$ cat config.mk
export PLATFORM = sky130hd
export DESIGN_NAME = dual_sweep
export DESIGN_NICKNAME = d
export VERILOG_FILES = /design/src/rtl/dsw_pkg.sv /design/src/rtl/dsw_tick.sv /design/src/rtl/dsw_main.sv /design/src/rtl/dsw_delayed.sv /design/src/rtl/dual_sweep.sv
export SDC_FILE = /design/constraint.sdc
export NUM_CORES = 1
export LEC_CHECK = 0
export ABC_AREA = 1
export BUFFER_PORTS_ARGS = -buffer_cell sky130_fd_sc_hd__buf_4
export CORE_MARGIN = 2
export CORE_UTILIZATION = 58
export DETAILED_ROUTE_END_ITERATION = 10
export PLACE_DENSITY = 0.88
export SLEW_MARGIN = 20
export SYNTH_ARGS = -nofsm -noshare
export SYNTH_HDL_FRONTEND = slang
export SYNTH_HIERARCHICAL = 1
export SYNTH_SLANG_ARGS = --single-unit
$ cat constraint.sdc
create_clock -name clk -period 2.7 [get_ports clk]
set_input_delay 0.405 -clock clk [delete_from_list [all_inputs] [get_ports clk]]
set_output_delay 0.405 -clock clk [all_outputs]
set_load 0.01 [all_outputs]
$ cat src/rtl/dsw_pkg.sv
package dsw_pkg;

  typedef enum logic [1:0] {
    A_IDLE = 2'd0,
    A_RUN  = 2'd1,
    A_HOLD = 2'd2
  } a_st_t;

  typedef enum logic [1:0] {
    B_WAIT = 2'd0,
    B_ARM  = 2'd1,
    B_RUN  = 2'd2,
    B_DONE = 2'd3
  } b_st_t;

  localparam logic [1:0] DSP_A    = 2'd0;
  localparam logic [1:0] DSP_AINT = 2'd1;
  localparam logic [1:0] DSP_B    = 2'd2;
  localparam logic [1:0] DSP_MIX  = 2'd3;

endpackage

$ cat src/rtl/dsw_tick.sv
// Rate prescaler: emits one step every div_i+1 cycles while run_i is high.
module dsw_tick #(
  parameter int RATE_W = 10
) (
  input  logic              clk,
  input  logic              rst_n,
  input  logic              run_i,
  input  logic [RATE_W-1:0] div_i,
  output logic              step_o
);

  logic [RATE_W-1:0] cnt_q, cnt_d;
  logic              wrap;

  assign wrap   = (cnt_q == div_i);
  assign step_o = run_i && wrap;

  always_comb begin
    cnt_d = cnt_q;
    if (!run_i)    cnt_d = '0;
    else if (wrap) cnt_d = '0;
    else           cnt_d = cnt_q + 1'b1;
  end

  always_ff @(posedge clk or negedge rst_n) begin
    if (!rst_n) cnt_q <= '0;
    else        cnt_q <= cnt_d;
  end

endmodule

$ cat src/rtl/dsw_main.sv
// Main sweep: idle / run / hold-off, with the auto timeout.
module dsw_main
  import dsw_pkg::*;
#(
  parameter int RAMP_W   = 10,
  parameter int AUTO_TMO = 5000,
  parameter int HOLDOFF  = 64
) (
  input  logic              clk,
  input  logic              rst_n,
  input  logic              trig_i,
  input  logic              auto_i,
  input  logic              step_i,
  output logic              active_o,
  output logic [RAMP_W-1:0] ramp_o,
  output logic              end_o
);

  localparam int TMO_W = $clog2(AUTO_TMO + 1);
  localparam int HLD_W = $clog2(HOLDOFF + 1);
  localparam logic [RAMP_W-1:0] RMAX    = '1;
  localparam logic [TMO_W-1:0]  TMO_TOP = TMO_W'(AUTO_TMO - 1);
  localparam logic [HLD_W-1:0]  HLD_TOP = HLD_W'(HOLDOFF - 1);

  a_st_t             st_q, st_d;
  logic [RAMP_W-1:0] ramp_q, ramp_d;
  logic [TMO_W-1:0]  tmo_q, tmo_d;
  logic [HLD_W-1:0]  hld_q, hld_d;
  logic              go;

  assign active_o = (st_q == A_RUN);
  assign ramp_o   = ramp_q;
  assign end_o    = active_o && step_i && (ramp_q == RMAX);
  assign go       = trig_i || (auto_i && (tmo_q == TMO_TOP));

  always_comb begin
    st_d   = st_q;
    ramp_d = ramp_q;
    tmo_d  = tmo_q;
    hld_d  = hld_q;
    case (st_q)
      A_IDLE: begin
        if (go) begin
          st_d   = A_RUN;
          ramp_d = '0;
          tmo_d  = '0;
        end else if (auto_i) begin
          tmo_d = tmo_q + 1'b1;
        end else begin
          tmo_d = '0;
        end
      end
      A_RUN: begin
        if (step_i) begin
          if (ramp_q == RMAX) begin
            st_d   = A_HOLD;
            ramp_d = '0;
            hld_d  = '0;
          end else begin
            ramp_d = ramp_q + 1'b1;
          end
        end
      end
      A_HOLD: begin
        if (hld_q == HLD_TOP) st_d  = A_IDLE;
        else                  hld_d = hld_q + 1'b1;
      end
      default: st_d = A_IDLE;
    endcase
  end

  always_ff @(posedge clk or negedge rst_n) begin
    if (!rst_n) begin
      st_q   <= A_IDLE;
      ramp_q <= '0;
      tmo_q  <= '0;
      hld_q  <= '0;
    end else begin
      st_q   <= st_d;
      ramp_q <= ramp_d;
      tmo_q  <= tmo_d;
      hld_q  <= hld_d;
    end
  end

endmodule

$ cat src/rtl/dsw_delayed.sv
// Delayed sweep: waits for the delay along A, optionally for a trigger, runs once.
module dsw_delayed
  import dsw_pkg::*;
#(
  parameter int RAMP_W = 10
) (
  input  logic              clk,
  input  logic              rst_n,
  input  logic              a_active_i,
  input  logic [RAMP_W-1:0] a_ramp_i,
  input  logic              a_end_i,
  input  logic [RAMP_W-1:0] dly_i,
  input  logic              wait_trig_i,
  input  logic              trig_i,
  input  logic              step_i,
  output logic              active_o,
  output logic [RAMP_W-1:0] ramp_o,
  output logic              past_dly_o
);

  localparam logic [RAMP_W-1:0] RMAX = '1;

  b_st_t             st_q, st_d;
  logic [RAMP_W-1:0] ramp_q, ramp_d;
  logic              dly_met;

  assign active_o   = (st_q == B_RUN);
  assign ramp_o     = ramp_q;
  assign past_dly_o = (st_q != B_WAIT);
  assign dly_met    = a_active_i && !a_end_i && (a_ramp_i >= dly_i);

  always_comb begin
    st_d   = st_q;
    ramp_d = ramp_q;
    case (st_q)
      B_WAIT: begin
        ramp_d = '0;
        if (dly_met) st_d = wait_trig_i ? B_ARM : B_RUN;
      end
      B_ARM: begin
        if (a_end_i)     st_d = B_WAIT;
        else if (trig_i) st_d = B_RUN;
      end
      B_RUN: begin
        if (a_end_i) begin
          st_d   = B_WAIT;
          ramp_d = '0;
        end else if (step_i) begin
          if (ramp_q == RMAX) begin
            st_d   = B_DONE;
            ramp_d = '0;
          end else begin
            ramp_d = ramp_q + 1'b1;
          end
        end
      end
      B_DONE: begin
        if (a_end_i) st_d = B_WAIT;
      end
      default: st_d = B_WAIT;
    endcase
  end

  always_ff @(posedge clk or negedge rst_n) begin
    if (!rst_n) begin
      st_q   <= B_WAIT;
      ramp_q <= '0;
    end else begin
      st_q   <= st_d;
      ramp_q <= ramp_d;
    end
  end

endmodule

$ cat src/rtl/dual_sweep.sv
module dual_sweep
  import dsw_pkg::*;
#(
  parameter int RAMP_W   = 10,
  parameter int RATE_W   = 10,
  parameter int AUTO_TMO = 5000,
  parameter int HOLDOFF  = 64
) (
  input  logic              clk,
  input  logic              rst_n,
  input  logic              trig_i,
  input  logic              auto_i,
  input  logic              b_wait_i,
  input  logic [1:0]        disp_i,
  input  logic [RAMP_W-1:0] dly_i,
  input  logic [RATE_W-1:0] a_div_i,
  input  logic [RATE_W-1:0] b_div_i,
  output logic [RAMP_W-1:0] a_ramp_o,
  output logic [RAMP_W-1:0] b_ramp_o,
  output logic              a_active_o,
  output logic              b_active_o,
  output logic              intens_o,
  output logic [RAMP_W-1:0] sel_ramp_o
);

  localparam int NSWEEP = 2;

  logic [NSWEEP-1:0] run_w, step_w;
  logic [RATE_W-1:0] div_w [NSWEEP];
  logic              a_act, b_act, a_end, b_past;
  logic [RAMP_W-1:0] a_ramp, b_ramp;

  assign run_w    = {b_act, a_act};
  assign div_w[0] = a_div_i;
  assign div_w[1] = b_div_i;

  for (genvar g = 0; g < NSWEEP; g++) begin : g_tick
    dsw_tick #(.RATE_W(RATE_W)) u_tick (
      .clk    (clk),
      .rst_n  (rst_n),
      .run_i  (run_w[g]),
      .div_i  (div_w[g]),
      .step_o (step_w[g])
    );
  end

  dsw_main #(.RAMP_W(RAMP_W), .AUTO_TMO(AUTO_TMO), .HOLDOFF(HOLDOFF)) u_main (
    .clk      (clk),
    .rst_n    (rst_n),
    .trig_i   (trig_i),
    .auto_i   (auto_i),
    .step_i   (step_w[0]),
    .active_o (a_act),
    .ramp_o   (a_ramp),
    .end_o    (a_end)
  );

  dsw_delayed #(.RAMP_W(RAMP_W)) u_delayed (
    .clk         (clk),
    .rst_n       (rst_n),
    .a_active_i  (a_act),
    .a_ramp_i    (a_ramp),
    .a_end_i     (a_end),
    .dly_i       (dly_i),
    .wait_trig_i (b_wait_i),
    .trig_i      (trig_i),
    .step_i      (step_w[1]),
    .active_o    (b_act),
    .ramp_o      (b_ramp),
    .past_dly_o  (b_past)
  );

  always_comb begin
    case (disp_i)
      DSP_B:   sel_ramp_o = b_ramp;
      DSP_MIX: sel_ramp_o = b_past ? b_ramp : a_ramp;
      default: sel_ramp_o = a_ramp;
    endcase
  end

  assign intens_o   = b_act && (disp_i == DSP_AINT);
  assign a_ramp_o   = a_ramp;
  assign b_ramp_o   = b_ramp;
  assign a_active_o = a_act;
  assign b_active_o = b_act;

endmodule

* Word-level counts from Yosys, hierarchy flattened
Cells that the tools add are included.
** Operators by class
- Magnitude comparators :: 1
- Add/sub/neg operators :: 6
- Equality and inequality tests :: 24
- Multiplexer cells :: 34
- Reduce and logical (&&, ||, !) cells :: 21
** Operator list (count)
- 2-to-1 mux 10 bit :: 11
- one-hot mux 10 bit (2 select lines) :: 3
- adder 10 x 1 -> 10 bit (second input constant) :: 4
- 2-to-1 mux 13 bit :: 2
- 2-to-1 mux 2 bit :: 12
- 2-to-1 mux 7 bit :: 3
- equality test 10 bit :: 2
- equality test 10 bit (second input constant) :: 2
- one-hot mux 7 bit (2 select lines) :: 1
- adder 13 x 1 -> 13 bit (second input constant) :: 1
- equality test 13 bit (second input constant) :: 1
- inequality test 2 x 1 -> 1 bit (second input constant) :: 6
- equality test 2 bit (second input constant) :: 5
- >= comparator 10 bit :: 1
- logical AND 1 bit :: 8
- one-hot mux 2 bit (4 select lines) :: 1
- AND reduction 4 bit :: 2
- nonzero test 2 bit :: 4
- adder 7 x 1 -> 7 bit (second input constant) :: 1
- equality test 7 x 6 -> 1 bit (second input constant) :: 1
- equality test 2 x 1 -> 1 bit (second input constant) :: 3
- inequality test 3 x 1 -> 1 bit (second input constant) :: 2
- one-hot mux 2 bit (3 select lines) :: 1
- AND reduction 5 bit :: 1
- other kinds (7) :: 8
** Word-level totals
- Word-level logic and storage cells :: 94
- Register bits :: 64
- Output and inout port bits :: 33
- Input port bits :: 37

* Longest topological paths before layout
- Depth after elaboration :: 9
- Gate-level depth with buffers :: 18
- Gate-level depth less buffers :: 18

* By module
Netlist, hierarchy kept.
** Modules (own cells, without submodules)
- dsw_main :: area each 1950.6 µm², times used 1, seq. area each 800.8 µm², cells each 262
- dsw_tick :: area each 643.1 µm², times used 2, seq. area each 250.2 µm², cells each 93
- dsw_delayed :: area each 998.5 µm², times used 1, seq. area each 300.3 µm², cells each 142
- dual_sweep :: area each 171.4 µm², times used 1, seq. area each 0.0 µm², cells each 37

* Worst setup path before layout
No wires, ideal clock.
- Path kind :: flip-flop to flip-flop
- Start point :: register u_main.st_q[0]
- End point :: register u_delayed.ramp_q[4] (netlist: u_delayed/ramp_o[4])
- Setup time :: 0.120 ns
- Arrival time :: 2.066 ns
- Clock period less this slack :: 2.186 ns
- Path slack :: 0.514 ns
- Cell stages (with the launch flop) :: 16
- Buffers on the path :: 0
- Data required time :: 2.580 ns
- Path through :: dfrtp_1 > inv_2 > nor2_4 > inv_1 > nor3_1 > inv_1 > nor2_4 > nand2_4 > inv_1 > nor2_4 > nand2_4 > nand2_4 > nor2_2 > nand2_1 > xor2_1 > nor2_1
** Between the ends
- Cells in the longest elaborated chain, start to end :: 6
- Elaborated cells between the ends (all ways) :: 8
- Those cells by class :: eq/ne (2); mux (2); reduce/logical (4)
** RTL lines
- start, declared :: line dsw_main.sv:25 : a_st_t st_q, st_d;
- start signal, assigned :: line dsw_main.sv:79 : st_q <= st_d;
- equality test 2 x 1 -> 1 bit * :: line dsw_main.sv:31 : assign active_o = (st_q == A_RUN);
- net a_active_o :: line dual_sweep.sv:20 : output logic a_active_o,
- logical AND 1 bit * :: line dsw_tick.sv:16 : assign step_o = run_i && wrap;
- net step_w[0] :: line dual_sweep.sv:28 : logic [NSWEEP-1:0] run_w, step_w;
- logical AND 1 bit * (2 in series) :: line dsw_main.sv:33 : assign end_o = active_o && step_i && (ramp_q == RMAX);
- net a_end :: line dual_sweep.sv:30 : logic a_act, b_act, a_end, b_past;
- 2-to-1 mux 10 bit or inequality test 3 x 1 -> 1 bit (tied branches)
- one-hot mux 10 bit (2 select lines) or AND reduction 2 bit (tied branches)
- end signal, assigned :: line dsw_delayed.sv:70 : ramp_q <= ramp_d;
- end, declared :: line dsw_delayed.sv:24 : logic [RAMP_W-1:0] ramp_q, ramp_d;
The timed path passes the listed nets; every way through them passes the cells marked *.
A chain may end at the register's enable or synchronous reset.

* Final worst setup path
- Start point :: register u_main.ramp_q[1] (netlist: u_main/ramp_o[1])
- End point :: register u_delayed.ramp_q[5] (netlist: u_delayed/ramp_o[5])
** Between the ends
- Cells in the longest elaborated chain, start to end :: 4
- Elaborated cells between the ends (all ways) :: 6
- Those cells by class :: eq/ne (2); mux (2); reduce/logical (2)
** RTL lines
- start, declared :: line dsw_main.sv:26 : logic [RAMP_W-1:0] ramp_q, ramp_d;
- start signal, assigned :: line dsw_main.sv:80 : ramp_q <= ramp_d;
- equality test 10 bit * :: line dsw_main.sv:33
- logical AND 1 bit * :: line dsw_main.sv:33
- net a_end :: line dual_sweep.sv:30
- 2-to-1 mux 10 bit or inequality test 3 x 1 -> 1 bit (tied branches)
- one-hot mux 10 bit (2 select lines) or AND reduction 2 bit (tied branches)
Marks and branches as above.

==> metrics.log <==
INFO  metric outcome = finished, final reports clean
INFO  metric pin_count = 70
INFO  metric design_area = around 5300 sq um
INFO  metric port_buffers = between 60 and 70
INFO  metric first_global_vias = around 4,000
INFO  metric dp_worst_setup_slack = around 0.14 ns
INFO  metric ys_seq_elements = 64
INFO  metric worst_path_arrival = 2.72 ns
INFO  metric slack_of_the_worst_reg_to_reg_path = 0.21 ns
INFO  metric timing.slew.headroom = 47.6%
INFO  metric cp-start-kind = flop
INFO  metric min_path_type = input port to async pin
INFO  metric dp.cells = 796
INFO  metric core_area = 7290 sq um
INFO  metric clock_insertion_delay_worst_skew = between 0.3 and 0.4 ns
INFO  metric floorplan.die.width = 91.2 um
INFO  metric antennaDiodeCount = 0
INFO  metric met2_length = slightly above 5000 um
INFO  metric numCtsBuffers = 9
INFO  metric synthDistinctLibCells = 32
INFO  metric fin_tns_setup = 0 ns
INFO  metric final_net_count = 761
INFO  metric worst_slack = 0.205 ns
INFO  metric synth_nets = slightly below 700
INFO  metric post_route_cells_drive_above_1_share = 17.8%
INFO  metric grt_use_total = 25.5%
INFO  metric cts.sinks = 64
INFO  metric vias_per_cell = 5.25
INFO  metric routedLengthMet1 = 4410 um
INFO  metric route.detailed.drc = 0
INFO  metric worst-slew-pin-transition = 0.786 ns
INFO  metric min_period_over_period = 92.4%
INFO  metric clock_path_buffers = 2
INFO  metric num_rows = 31
INFO  metric critPathRequiredTime = 2.93 ns
INFO  metric areaGrowthSynthToFinish = 19.9%
INFO  metric wl_per_cell = 12.7 um
INFO  metric dieArea = 8310 sq um
INFO  metric p_per_area = about 540 nW/um^2
INFO  metric yosys_warnings = 6
INFO  metric netlist_area = 4410 sq um
INFO  metric grt_first_pass_wirelength = 17,300 um
INFO  metric final_hold_viol_count = 0
INFO  metric critical_path_peak_fanout = 9
INFO  metric cts_tree = yes
INFO  metric final_cell_count_no_fill = just over 800
INFO  metric synth_top_cell_by_area = dfrtp_1
INFO  metric top_layer = met4
INFO  metric grt_max_degree = 65
INFO  metric finalSetupViolCount = 0
INFO  metric wl = ~10,000 um
INFO  metric vdd_drop_max = 388 uV
INFO  metric remaining_antenna_violation_count = 0
INFO  metric initial_antenna_violation_count = 0
INFO  metric dpl_cell_area = 5050 sq um
INFO  metric final_period_minus_worst_setup_slack = 2.49 ns
INFO  metric place.gp.congestion = just over 0.9
INFO  metric cp-end-kind = flop
INFO  metric maxSlewViolCount = 0
INFO  metric yosys_top_cell_area_share = 36.3%
INFO  metric power_after_layout = 2.88 mW
INFO  metric ctsHtreeMaxLevel = 3
INFO  metric cts_hold_buf = 0
INFO  metric max-cap-violations = 0
INFO  metric drtIter0Drc = around 260
INFO  metric wl_met3 = 538 um
INFO  metric postLayoutCoreUtil = 72.5%
INFO  metric yosys-top-cells-area = dfrtp_1, nand2_1, nor2_1, inv_1, xor2_1
INFO  metric seq_area_frac_synth = between 30% and 40%
INFO  metric vias_post_dr = between 4,000 and 5,000
INFO  metric grt_remaining_overflow = 0
INFO  metric path_clk_slew = around 0.07 ns
INFO  metric syn_area_per_cell = 7.03 sq um
INFO  metric detailed_place_hpwl = 7640 um
INFO  metric die-height = 91.2 um
INFO  metric cell_count_after_synthesis = 627
INFO  metric finalClockSkew = 0.00968 ns
INFO  metric setup.worst_path.class = flop to flop
INFO  metric total_leakage_power = around 2.7 nW
INFO  metric fmax = between 400 and 500 MHz
INFO  metric root_driver = clkbuf_8
INFO  metric grt_setup_unrepaired = false
INFO  metric worst_hold_slack = 0.132 ns
INFO  metric floorplan.initialDensity = 60.4%
INFO  metric firstDrtPassIters = 5
==> synthesized netlist by cell type (all sizes together) <==
library cell and count:
nor3 7, o21ai 16, nor3b 2, xnor2 3
o211ai 1, dfrtp 64, buf 4, inv 92
o31ai 1, o21bai 2, nand3 54, nor2 103
nand4 12, xor2 30, o22ai 7, or2 4
a21oi 8, a21o 1, nand3b 1, and3 1
ha 16, nand2 198
==> final cells by class <==
cell class	instances	area [sq um]
clock buffer	10	138
clock inverter	6	92.6
fill	579	2010
inverter	92	345
multi-input combinational	467	2430
sequential	64	1600
tap	99	124
timing repair buffer	74	556
==> timing repair <==
item | in CTS | in global routing
setup endpoints to repair | 0 | 6
resized for setup | 0 | 2
buffers inserted | 0 | 0
==> state kept, by name (all words and copies together) (netlist names) <==
register / cells
u_main/tmo_q: 13
u_delayed/ramp_o: 10
u_main/hld_q: 7
u_main/st_q: 2
g_tick.u_tick/cnt_q: 20
u_main/ramp_o: 10
u_delayed/st_q: 2
==> routing by layer <==
| layer | track usage (%) | up-vias |
|---|---|---|
| li1 | - | 2125 |
| met1 | 31.1 | 1977 |
| met2 | 44.5 | 143 |
| met3 | 3.73 | 16 |
| met4 | 11.7 | 0 |
| met5 | 0 | - |
==> worst paths after layout <==
| path | endpoint | cells after the start | from |
|---|---|---|---|
| max | u_delayed/ramp_o[5] | 12 | u_main/ramp_o[1] |
| min | g_tick[1].u_tick/cnt_q[0] | 1 | rst_n |
| max reg2reg | u_delayed/ramp_o[5] | 12 | u_main/ramp_o[1] |
| min reg2reg | g_tick[1].u_tick/cnt_q[0] | 1 | g_tick[1].u_tick/cnt_q[0] |
| max in group asynchronous | u_main/ramp_o[1] | 1 | rst_n |
| min in group clk | u_main/tmo_q[8] | 3 | auto_i |
==> power by group <==
group          switching (mW)  internal, mW
clock                   0.383         0.547
sequential              0.128          1.05
combinational           0.481         0.288
total                   0.992          1.89
==> cell usage in the layout, fill, tap and decap left out, types with 4 or more instances in the layout <==
cell type	Yosys	final
nand2_1	190	190
nor2_1	95	95
inv_1	84	84
buf_4	2	74
dfrtp_1	64	63
nand3_1	51	51
xor2_1	30	30
ha_1	16	16
o21ai_0	13	13
nand4_1	12	12
clkbuf_8	0	10
inv_2	8	8
a21oi_1	7	7
nor2_4	7	7
o22ai_1	7	7
nor3_1	7	6
nand2_4	6	6
or2_2	4	4
==> kinds of logic after synthesis <==
logic type                 after synthesis  synth area share [%]
AOI/OAI and AO/OA                       36                  5.48
buffers and inverters                   96                  8.69
xor gates and xnor gates                33                  6.56
adders and majority gates               16                  4.54
DFF                                     64                  36.3
and+or+nand+nor                        382                  38.4
==> worst max-delay path: stages (launching register included) <==
cell     delay [ns]
dfrtp_2        0.45
ha_1           0.29
nand3_2        0.16
nor2_4         0.20
nand3_4        0.14
nor2_4         0.14
nand2_4        0.11
inv_1          0.19
nor2_4         0.09
a21oi_2        0.27
nand2_1        0.12
xor2_1         0.17
nor2_1         0.05
Note: power is estimated with default switching activity, not from simulation.
